## config.mk

```make
export PLATFORM = sky130hd
export DESIGN_NAME = cdist_top
export DESIGN_NICKNAME = d
export VERILOG_FILES = /design/src/rtl/cdist_pkg.sv /design/src/rtl/cdist_sync.sv /design/src/rtl/cdist_chan.sv /design/src/rtl/cdist_top.sv
export SDC_FILE = /design/constraint.sdc
export NUM_CORES = 1
export LEC_CHECK = 0
export ABC_AREA = 1
export BUFFER_PORTS_ARGS = -buffer_cell sky130_fd_sc_hd__buf_2
export CORE_MARGIN = 10
export CORE_UTILIZATION = 40
export DETAILED_ROUTE_END_ITERATION = 6
export RECOVER_POWER = 25
export SETUP_SLACK_MARGIN = 0.4
export SYNTH_ARGS = -nofsm -noshare
export SYNTH_HDL_FRONTEND = slang
export SYNTH_SLANG_ARGS = --single-unit
```

## constraint.sdc

```tcl
create_clock -name clk -period 2.4 [get_ports clk]
set_input_delay 0.48 -clock clk [delete_from_list [all_inputs] [get_ports clk]]
set_output_delay 0.48 -clock clk [all_outputs]
set_load 0.05 [all_outputs]
```

## src/rtl/cdist_pkg.sv

```systemverilog
package cdist_pkg;
   // Channel sequencing: idle (forced low), waiting out its start delay, running
   typedef enum logic [1:0] {
      CH_IDLE = 2'd0,
      CH_WAIT = 2'd1,
      CH_RUN  = 2'd2
   } ch_state_e;

   // Smallest latency that still leaves a two-flop synchronizer plus one arm stage
   localparam int CD_LATENCY_MIN = 3;
endpackage

```

## src/rtl/cdist_sync.sv

```systemverilog
module cdist_sync #(
   parameter int LATENCY = 4
) (
   input  logic clk,
   input  logic rst_n,
   input  logic sync_n,
   output logic sync_ok,
   output logic rel
);
   // The last stage feeds the per-channel state register, which forms the final latency stage
   localparam int STG = LATENCY - 1;

   logic [STG-1:0] sh;
   logic           last_d;

   // Reset into the asserted state, so the first high sample after reset acts as a release
   always_ff @(posedge clk or negedge rst_n) begin
      if (!rst_n) begin
         sh     <= '0;
         last_d <= 1'b0;
      end else begin
         sh     <= {sh[STG-2:0], sync_n};
         last_d <= sh[STG-1];
      end
   end

   assign sync_ok = sh[STG-1];
   assign rel     = sh[STG-1] & ~last_d;
endmodule

```

## src/rtl/cdist_chan.sv

```systemverilog
module cdist_chan
   import cdist_pkg::*;
#(
   parameter int DIV_W = 9,
   parameter int DLY_W = 4
) (
   input  logic             clk,
   input  logic             rst_n,
   input  logic             sync_ok,
   input  logic             rel,
   input  logic             en,
   input  logic             byp,
   input  logic [DIV_W-1:0] div,
   input  logic [DLY_W-1:0] dly,
   output logic             ck_o,
   output logic             run_o,
   output logic             div_o
);
   localparam int HW = DIV_W - 1;

   ch_state_e      st;
   logic [DLY_W-1:0] dcnt;
   logic           byp_l;
   logic [HW-1:0]  half_l;
   logic [HW-1:0]  half_in;
   logic [HW-1:0]  pc;
   logic           started;
   logic           dq;
   logic           gate;

   // Half period; a zero field behaves as the smallest ratio
   always_comb half_in = (div[DIV_W-1:1] == '0) ? HW'(1) : div[DIV_W-1:1];

   // Sequencing and configuration capture at release
   always_ff @(posedge clk or negedge rst_n) begin
      if (!rst_n) begin
         st     <= CH_IDLE;
         dcnt   <= '0;
         byp_l  <= 1'b0;
         half_l <= HW'(1);
      end else if (!sync_ok || !en) begin
         st   <= CH_IDLE;
         dcnt <= '0;
      end else if (rel) begin
         byp_l  <= byp;
         half_l <= half_in;
         dcnt   <= dly;
         st     <= (dly == '0) ? CH_RUN : CH_WAIT;
      end else if (st == CH_WAIT) begin
         if (dcnt == DLY_W'(1)) st <= CH_RUN;
         dcnt <= dcnt - DLY_W'(1);
      end
   end

   // Divider: first edge after entering run is rising, then N/2 high, N/2 low
   always_ff @(posedge clk or negedge rst_n) begin
      if (!rst_n) begin
         dq      <= 1'b0;
         pc      <= '0;
         started <= 1'b0;
      end else if (st != CH_RUN) begin
         dq      <= 1'b0;
         pc      <= '0;
         started <= 1'b0;
      end else if (!started) begin
         dq      <= 1'b1;
         pc      <= '0;
         started <= 1'b1;
      end else if (pc == half_l - HW'(1)) begin
         dq <= ~dq;
         pc <= '0;
      end else begin
         pc <= pc + HW'(1);
      end
   end

   // Bypass gate changes only while clk is low, so the gated clock has no glitch
   always_ff @(negedge clk or negedge rst_n) begin
      if (!rst_n) gate <= 1'b0;
      else        gate <= (st == CH_RUN);
   end

   assign ck_o  = byp_l ? (clk & gate) : dq;
   assign run_o = (st == CH_RUN);
   assign div_o = dq;
endmodule

```

## src/rtl/cdist_top.sv

```systemverilog
module cdist_top
   import cdist_pkg::*;
#(
   parameter int NCH     = 8,
   parameter int DIV_W   = 9,
   parameter int DLY_W   = 4,
   parameter int LATENCY = 4
) (
   input  logic                 clk,
   input  logic                 rst_n,
   input  logic                 sync_n,
   input  logic                 oe_pin,
   input  logic                 glb_en,
   input  logic [NCH-1:0]       ch_en,
   input  logic [NCH-1:0]       ch_byp,
   input  logic [NCH*DIV_W-1:0] ch_div,
   input  logic [NCH*DLY_W-1:0] ch_dly,
   output logic [NCH-1:0]       clk_out
);
   if (NCH < 1) begin : g_bad_nch
      $error("cdist_top: NCH must be at least 1");
   end
   if (DIV_W < 2) begin : g_bad_div
      $error("cdist_top: DIV_W must be at least 2");
   end
   if (DLY_W < 1) begin : g_bad_dly
      $error("cdist_top: DLY_W must be at least 1");
   end
   if (LATENCY < CD_LATENCY_MIN) begin : g_bad_lat
      $error("cdist_top: LATENCY below minimum");
   end

   logic           sync_ok;
   logic           rel;
   logic           glb_ok;
   logic [NCH-1:0] run;
   logic [NCH-1:0] div_q;

   assign glb_ok = oe_pin & glb_en;

   cdist_sync #(.LATENCY(LATENCY)) u_sync (
      .clk     (clk),
      .rst_n   (rst_n),
      .sync_n  (sync_n),
      .sync_ok (sync_ok),
      .rel     (rel)
   );

   for (genvar i = 0; i < NCH; i++) begin : g_ch
      cdist_chan #(.DIV_W(DIV_W), .DLY_W(DLY_W)) u_ch (
         .clk     (clk),
         .rst_n   (rst_n),
         .sync_ok (sync_ok),
         .rel     (rel),
         .en      (ch_en[i] & glb_ok),
         .byp     (ch_byp[i]),
         .div     (ch_div[i*DIV_W +: DIV_W]),
         .dly     (ch_dly[i*DLY_W +: DLY_W]),
         .ck_o    (clk_out[i]),
         .run_o   (run[i]),
         .div_o   (div_q[i])
      );
   end
endmodule

```

==> flow_summary.ini, run 1 <==
[run_status]
status = complete, but fails checks
violated_checks = setup timing

[timing]
grt_setup_unrepaired = yes
setup_tns_ns = -5.84
worst_slew_pin_slew_ns = 1.23
final_critical_path_setup_slack_ns = -0.670
final.setup_skew_ns = 0.0265
slew_viol_final = 0
slew_headroom_pct = 18.0
finalSetupViolCount = 24
hold_viol = 0

[clock_network]
insertion_delay_ns = 0.65
cts.reportedPaths.clkPinSlew_ns = 0.06
cts_tree = built

[yosys]
postSynth.topFlopCell = sky130_fd_sc_hd__dfrtp_1
post_synth_inst_count = 1539
ys_seq_elements = 212
synth.yosys.seq_area_share_pct = 44.4
yosysWarningCount = 0
yosys-top-cells-area = sky130_fd_sc_hd__dfrtp_1 41%, sky130_fd_sc_hd__nand2_1 11%, sky130_fd_sc_hd__inv_1 6.5%
synth_area_leader_cell = sky130_fd_sc_hd__dfrtp_1
synth.net_count = 1696
netlist.area_leader.share_pct = 41.0
synth_edf_count = 0
syn_area_per_cell_um2 = 7.77
ys_async_sr_fraction_pct = 100
synth_cell_area_um2 = 12000
yosys.cell_types.count = 44

[critical_path]
critical_path_buf_inv_count = 1
slowest_delay_ns = 0.41
worst-setup-path-type = flop to output pin
critPathArrivalTime_ns = 2.59
required_ns = 1.92
critPathMaxFanout = 1
crit_path_cell_chain = nand3_2 > o21ai_2 > buf_6
worst_setup_path_end_kind = output pin
worst_path_max_delay_cell = sky130_fd_sc_hd__dfrtn_1
timing.critical_path.max_delay_family = flip-flops
timing.critical_path.from_type = flop

[power_and_ir_drop]
switching_power_mw = 3.19
power.total_mw = 10.6
ir_worst_vdd_mv = 0.574
static-leakage-power_nw = 6.74
p_int_mw = 7.40
power_frac_seq_pct = 39.9
power.density_nw_per_um2 = 741
netSwitchingFraction_pct = 30.1
relative_contribution_of_combinational_cells_to_total_power_pct = 18.8
clock_power_share_pct = 41.3

[finish]
commonest_cells_after_routing_fill_and_taps_aside = 350 x sky130_fd_sc_hd__nand2_1, 203 x sky130_fd_sc_hd__inv_1, 196 x sky130_fd_sc_hd__dfrtp_1
stdcell_count = 2104
mostFrequentLayoutCell = sky130_fd_sc_hd__nand2_1
antennaDiodeCount = 0
area_growth_syn_to_layout_pct = 19.5
fin_nets = 1850
final_layout_size_suffix_gt1_share_pct = 18.4

[global_routing]
first_global_vias = 9968
track_usage_pct = 14.8
antenna_found_initial = 0
grt_max_degree = 64
grt_pass1_wl_um = 45600
global_route.overflow_total = 0

[flow_run]
cap_viol_max_count = 0

[placed_design]
numPlacedInstances = 2042
place_congestion = 0.837
post-dp-hpwl_um = 20000
io_buffer_count = 124

[drt]
drt_drc_violations_left = 0
drt-wirelength-per-cell_um = 13.1
vias = 10000
post_drt_via_cell_ratio = 4.76
first_pass_iteration_count_of_the_detailed_router = 5
number_of_nets_with_antenna_violations_after_routing = 0
finalWirelength_um = 27600
drtIter0Drc = 379

[floorplanning]
fp-row-count = 63
initial_utilization_pct = 40.5
die-area_um2 = 37200
die_w_um = 193
core-area_um2 = 29600
chipHeight_um = 193
boundaryPins = 133

[worst_hold_path]
min-delay-path-class = input port to flop
routing by layer:
layer / global-route usage (%) / up-vias / wire length, um
li1: - / 5204 / -
met1: 18.3 / 4582 / 12600
met3: 4.19 / 54 / 1530
met2: 23.8 / 169 / 12600
met4: 5.74 / 0 / 879
met5: 0 / - / 0
cell type report:
type,count,area [um^2]
multi-input combinational,1083,5860
tap,390,488
inverter,218,823
clock buffer,54,982
sequential,212,5320
timing repair buffer,140,763
clock inverter,7,62.6
fill,2892,15300
synth_stat cells (all sizes together), types with 16 or more instances:
cell type	instances
buf	24
o21ai	110
xor2	57
inv	218
xnor2	31
nor3	16
nand3	105
o22ai	30
nand2	375
a21oi	46
ha	32
dfrtp	196
nor2	220
state kept, by name (all words and copies together), names as in the netlist:
register / flops
g_ch.u_ch.st: 16
g_ch.u_ch.pc: 64
g_ch.u_ch.dcnt: 32
g_ch.u_ch.byp_l: 8
g_ch.u_ch.half_l: 64
g_ch.u_ch.started: 8
g_ch.u_ch.gate: 8
u_sync.sh: 3
u_sync.last_d: 1
g_ch.u_ch.div_o: 8
cell families after synthesis:
group / share of synthesized area, %
AO/OA/AOI/OAI: 9.52
XOR/XNOR: 6.44
adder cells (fa/ha/maj): 3.35
buffers and inverters: 8.30
flip-flops: 44.4
AND/OR/NAND/NOR: 28.0
path summary, 6_finish.rpt:
check	startpoint	to	slack [ns]	cells after the start
max in group asynchronous	rst_n	g_ch[6].u_ch.gate	-0.08	2
setup reg to reg	g_ch[0].u_ch.st[0]	g_ch[0].u_ch.gate	0.44	1
setup / recovery	g_ch[4].u_ch.gate	clk_out[4]	-0.67	3
min in group asynchronous	rst_n	g_ch[2].u_ch.pc[2]	0.65	2
hold / removal	ch_byp[4]	g_ch[4].u_ch.byp_l	0.05	3
hold reg to reg	u_sync.sh[1]	u_sync.sh[2]	0.35	0
timing repair:
| action | in CTS | in global routing |
|---|---|---|
| setup buffers | 0 | 7 |
| endpoints found under the setup margin | 34 | 78 |
| resized for setup | 28 | 32 |
| hold endpoints to repair | 28 | 0 |
| hold buffers | 2 | 0 |
| pin swaps | 7 | 24 |
stage by stage:
step	setup WS [ns]	hold WS, ns	area (um^2)	utilization (%)
3_5_place_dp	-0.0388	0.336	13000	44.1
6_report	-0.670	0.0542	14300	48.3
4_1_cts	-0.702	0.0286	14100	47.7
5_1_grt	-0.754	0.0289	14300	48.3
2_1_floorplan	0.0152	0.184	12000	-
3_3_place_gp	-0.0304	0.334	13000	44.1
power by group through the flow:
stage | clock network [mW] | registers, mW | logic [mW]
finish | 4.37 | 4.22 | 1.99
global route | 4.68 | 4.26 | 2.31
CTS | 4.53 | 4.22 | 1.88
detailed placement | 0.0353 | 4.27 | 1.86
global placement | 0.0353 | 4.26 | 1.82
floorplan | 0.0720 | 4.19 | 1.40
worst min-delay path, cell delays in order:
cell	delay [ns]
sky130_fd_sc_hd__buf_2	0.07
sky130_fd_sc_hd__nand2_1	0.04
sky130_fd_sc_hd__nand2_1	0.06
(Power assumes the default switching activity.)
==> run 2, diff against run 1 <==
==> constraint.sdc (replaced) <==
create_clock -name clk -period 3.8 [get_ports clk]
set_input_delay 0.76 -clock clk [delete_from_list [all_inputs] [get_ports clk]]
set_output_delay 0.76 -clock clk [all_outputs]
set_load 0.05 [all_outputs]
==> run 2 against run 1 <==
  * The flow finishes with violations (capacitance limit, slew limit, setup timing)
  * Combinational power is 42% lower
  * Routed wire length is 1.7% lower
  * First-iteration DRC count is 19% higher
  * Total power is 38% lower
  * Critical path depth stayed put
  * Critical path type unchanged
  * Highest routed layer is now met5
==> flow_summary.ini, run 2 (synthesized netlist as in run 1, its figures left out) <==
[critical_path]
timing.critical_path.max_delay_family = flip-flops
required_ns = 3.04
worst_setup_path_end_kind = output pin
worst-setup-path-type = flop to output pin
worst_path_max_delay_cell = sky130_fd_sc_hd__dfrtn_1
slowest_delay_ns = 0.39
timing.critical_path.from_type = flop
critical_path_buf_inv_count = 1
critPathMaxFanout = 1
critPathArrivalTime_ns = 3.29
crit_path_cell_chain = nand3_2 > o21ai_2 > buf_6

[timing]
finalSetupViolCount = 16
grt_setup_unrepaired = yes
final.setup_skew_ns = 0.0280
slew_headroom_pct = -10.3
worst_slew_pin_slew_ns = 1.65
hold_viol = 0
final_critical_path_setup_slack_ns = -0.249
slew_viol_final = 31

[power_and_ir_drop]
relative_contribution_of_combinational_cells_to_total_power_pct = 17.5
p_int_mw = 4.62
power.density_nw_per_um2 = 469
clock_power_share_pct = 41.9
switching_power_mw = 1.94
netSwitchingFraction_pct = 29.6
ir_worst_vdd_mv = 0.330
static-leakage-power_nw = 6.63
power_frac_seq_pct = 40.6

[finish]
stdcell_count = 2085
final_area_um2 = 14000
area_growth_syn_to_layout_pct = 17.1
fin_nets = 1833
final_layout_size_suffix_gt1_share_pct = 16.1
commonest_cells_after_routing_fill_and_taps_aside = 350 x sky130_fd_sc_hd__nand2_1, 206 x sky130_fd_sc_hd__inv_1, 196 x sky130_fd_sc_hd__dfrtp_1
reg_top3 = g_ch.u_ch.half_l (64), g_ch.u_ch.pc (64), g_ch.u_ch.dcnt (32)
mostFrequentLayoutCell = sky130_fd_sc_hd__nand2_1

[clock_network]
postCtsHoldBufs = 0
insertion_delay_ns = 0.64
cts.reportedPaths.clkPinSlew_ns = 0.06
cts_tree = built
post-cts-setup-buffers = 0

[placed_design]
placed_area_um2 = 13000
place_congestion = 0.841
post-dp-hpwl_um = 20100
numPlacedInstances = 2035
io_buffer_count = 124

[drt]
first_pass_iteration_count_of_the_detailed_router = 4
drt_drc_violations_left = 0
finalWirelength_um = 27100
post_drt_via_cell_ratio = 4.75
number_of_nets_with_antenna_violations_after_routing = 0
drt-wirelength-per-cell_um = 13.0
drtIter0Drc = 450
vias = 9897

[floorplanning]
die_w_um = 193
core-area_um2 = 29600
chipHeight_um = 193
boundaryPins = 133
die-area_um2 = 37200
fp-row-count = 63
initial_utilization_pct = 40.5

[global_routing]
grt_max_degree = 49
global_route.overflow_total = 0
grt_pass1_wl_um = 46200
first_global_vias = 10200
track_usage_pct = 14.9
antenna_found_initial = 1

[run_status]
violated_checks = capacitance limit, slew limit, setup timing
status = complete, but fails checks

[worst_hold_path]
min-delay-path-class = input port to asynchronous set/reset pin

[flow_run]
cap_viol_max_count = 1
run 2: cell count changes in the layout (fill, tap and decap cells not counted), moves of 3 or more:
cell                       before  now
sky130_fd_sc_hd__ha_1          26   32
sky130_fd_sc_hd__buf_4         16    4
sky130_fd_sc_hd__nor2_2        29   18
sky130_fd_sc_hd__nor2_1       183  195
sky130_fd_sc_hd__inv_1        203  206
sky130_fd_sc_hd__clkinv_2       5    2
sky130_fd_sc_hd__clkbuf_2       4    0
sky130_fd_sc_hd__ha_4           6    0
run 2: power by group through the flow:
stage               Sequential (mW)  Clock [mW]  Combinational (mW)
finish                         2.67        2.75                1.15
global placement               2.69      0.0219                1.14
CTS                            2.67        2.85                1.17
global route                   2.70        2.94                1.35
detailed placement             2.70      0.0219                1.16
floorplan                      2.64      0.0451               0.884
run 2: worst paths after layout:
path | start | to | slack, ns | depth (start not counted)
min in group clk | sync_n | u_sync.sh[0] | 0.23 | 1
max | g_ch[6].u_ch.gate | clk_out[6] | -0.25 | 3
min | rst_n | g_ch[1].u_ch.pc[7] | 0.01 | 1
max reg2reg | g_ch[1].u_ch.st[0] | g_ch[1].u_ch.gate | 1.15 | 1
max in group asynchronous | rst_n | g_ch[2].u_ch.gate | 1.68 | 1
min reg2reg | u_sync.sh[0] | u_sync.sh[1] | 0.35 | 0
run 2: timing repair:
action	CTS	global route
setup endpoints to repair	16	16
gates cloned	0	0
pin swaps	7	0
gates resized for setup	34	4
run 2: cell type report:
| class | instances | area (um^2) |
|---|---|---|
| diodes | 1 | 2.50 |
| clock buffers | 52 | 952 |
| clock inverters | 5 | 77.6 |
| fillers | 2909 | 15600 |
| inverters | 218 | 821 |
| multi-input cells | 1083 | 5710 |
| flip-flops and latches | 212 | 5320 |
| well taps | 390 | 488 |
| repair buffers | 124 | 636 |
run 2: routing by layer:
layer | vias up | wire [um] | global-route usage, %
met1 | 4510 | 12100 | 18.0
met5 | - | 13 | 0
met2 | 154 | 12700 | 24.8
met3 | 69 | 1310 | 3.85
met4 | 2 | 956 | 5.89
li1 | 5162 | - | -
run 2: metrics by stage:
| stage | setup slack, ns | TNS, ns | hold slack [ns] | total power, mW | utilization (%) |
|---|---|---|---|---|---|
| after floorplan | 0.428 | 0 | 0.331 | 3.57 | - |
| after CTS | -0.275 | -2.05 | 0.00937 | 6.69 | 47.4 |
| after global placement | 0.385 | 0 | 0.332 | 3.85 | 43.9 |
| final | -0.249 | -1.81 | 0.00977 | 6.56 | 47.4 |
| after detailed placement | 0.374 | 0 | 0.336 | 3.88 | 43.9 |
| after global routing | -0.299 | -2.27 | 0.0155 | 6.99 | 47.4 |
==> run 3, diff against run 2 <==
--- a/config.mk
+++ b/config.mk
@@ -10,7 +10,7 @@
 export CORE_MARGIN = 10
 export CORE_UTILIZATION = 40
 export DETAILED_ROUTE_END_ITERATION = 6
-export RECOVER_POWER = 25
+export RECOVER_POWER = 50
 export SETUP_SLACK_MARGIN = 0.4
 export SYNTH_ARGS = -nofsm -noshare
 export SYNTH_HDL_FRONTEND = slang
==> run 3 against run 2 <==
  * The flow still finishes with violations (capacitance limit, slew limit, setup timing)
  * Total power about the same
  * Clock power about the same
  * Die area unchanged
  * Combinational power about the same
  * Global-route usage unchanged
  * Non-clock buffer count unchanged
  * Count of clock-buffer cells in the layout unchanged
  * Clock skew about the same
  * Largest power group unchanged
==> flow_summary.ini, run 3 (synthesized netlist as in run 1, its figures left out) <==
[critical_path]
critPathArrivalTime_ns = 3.29
worst_setup_path_end_kind = output pin
required_ns = 3.04
worst_path_max_delay_cell = sky130_fd_sc_hd__dfrtn_1
critical_path_buf_inv_count = 1
crit_path_cell_chain = nand3_2 > o21ai_2 > buf_6
timing.critical_path.max_delay_family = flip-flops
slowest_delay_ns = 0.39
critPathMaxFanout = 1
worst-setup-path-type = flop to output pin
timing.critical_path.from_type = flop

[power_and_ir_drop]
power.density_nw_per_um2 = 470
static-leakage-power_nw = 6.62
ir_worst_vdd_mv = 0.329

[global_routing]
grt_max_degree = 49
grt_pass1_wl_um = 46200
first_global_vias = 10200
track_usage_pct = 14.9
global_route.overflow_total = 0
antenna_found_initial = 1

[drt]
post_drt_via_cell_ratio = 4.73
vias = 9872
drt_drc_violations_left = 0
drtIter0Drc = 465
drt-wirelength-per-cell_um = 13.0
number_of_nets_with_antenna_violations_after_routing = 0
first_pass_iteration_count_of_the_detailed_router = 4
finalWirelength_um = 27100

[placed_design]
place_congestion = 0.841
post-dp-hpwl_um = 20100
io_buffer_count = 124

[timing]
finalSetupViolCount = 16
final_critical_path_setup_slack_ns = -0.250
slew_headroom_pct = -71.4
finalHoldWorstSlack_ns = 0.00866
grt_setup_unrepaired = yes
slew_viol_final = 118
final.setup_skew_ns = 0.0280
worst_slew_pin_slew_ns = 2.57
hold_viol = 0

[clock_network]
cts_tree = built
cts.reportedPaths.clkPinSlew_ns = 0.06
postCtsHoldBufs = 0
insertion_delay_ns = 0.64
post-cts-setup-buffers = 0

[finish]
final_core_util_pct = 47.3
fin_nets = 1833
reg_top3 = g_ch.u_ch.half_l (64), g_ch.u_ch.pc (64), g_ch.u_ch.dcnt (32)
area_growth_syn_to_layout_pct = 16.8
commonest_cells_after_routing_fill_and_taps_aside = 350 x sky130_fd_sc_hd__nand2_1, 206 x sky130_fd_sc_hd__inv_1, 198 x sky130_fd_sc_hd__nor2_1
mostFrequentLayoutCell = sky130_fd_sc_hd__nand2_1
final_layout_size_suffix_gt1_share_pct = 15.7

[floorplanning]
initial_utilization_pct = 40.5
fp-row-count = 63
die-area_um2 = 37200
boundaryPins = 133
chipHeight_um = 193
die_w_um = 193
core-area_um2 = 29600

[run_status]
violated_checks = capacitance limit, slew limit, setup timing
status = complete, but fails checks

[worst_hold_path]
min-delay-path-class = input port to asynchronous set/reset pin

[flow_run]
cap_viol_max_count = 3
run 3: cell count changes in the layout (fill, tap and decap cells not counted):
cell                         before  now
sky130_fd_sc_hd__nand3_2         14   13
sky130_fd_sc_hd__clkinvlp_2       0    1
sky130_fd_sc_hd__clkbuf_1        11   13
sky130_fd_sc_hd__nor2_1         195  198
sky130_fd_sc_hd__inv_4            1    0
sky130_fd_sc_hd__nor2_4           7    4
sky130_fd_sc_hd__nand3_1         90   91
sky130_fd_sc_hd__buf_4            4    2
run 3: layout make-up:
class	count	area [um^2]
flip-flops and latches	212	5320
well taps	390	488
repair buffers	124	628
clock buffers	52	952
inverters	218	820
multi-input cells	1083	5690
clock inverters	5	77.6
diodes	1	2.50
fillers	2911	15600
run 3: worst paths after layout:
path / endpoint / slack, ns / startpoint / cells past startpoint
min in group clk: u_sync.sh[0] / 0.23 / sync_n / 1
worst max-delay path: clk_out[6] / -0.25 / g_ch[6].u_ch.gate / 3
worst max register to register: g_ch[1].u_ch.gate / 1.15 / g_ch[1].u_ch.st[0] / 1
worst min register to register: u_sync.sh[1] / 0.35 / u_sync.sh[0] / 0
max in group asynchronous: g_ch[4].u_ch.half_l[6] / 1.03 / rst_n / 2
worst min-delay path: g_ch[1].u_ch.pc[7] / 0.009 / rst_n / 1
run 3: where the power goes:
group	leakage (nW)	switching (mW)	internal (mW)	total, mW
sequential	2.80	0.199	2.47	2.66
clock	0.543	1.06	1.69	2.75
combinational	3.27	0.684	0.460	1.14
run 3: layer usage:
metal,vias to the layer above,track usage (%),wire [um]
li1,5159,-,-
met1,4492,18.0,12100
met2,152,24.8,12700
met3,67,3.85,1380
met4,2,5.89,952
met5,-,0,13
run 3: through the flow:
stage	cell area [um^2]	TNS [ns]	power (mW)	cells	worst slack, ns
2_1_floorplan	12000	0	3.57	1539	0.428
3_3_place_gp	13000	0	3.85	2035	0.385
3_5_place_dp	13000	0	3.88	2035	0.374
4_1_cts	14000	-2.05	6.69	2084	-0.275
5_1_grt	14000	-2.27	6.99	2084	-0.299
6_report	14000	-1.82	6.56	2085	-0.250
run 3: timing repair:
item,CTS,global route
pin swaps,7,0
resized for setup,34,4
endpoints found under the hold margin,0,0
setup endpoints to repair,16,16
cloned,0,0
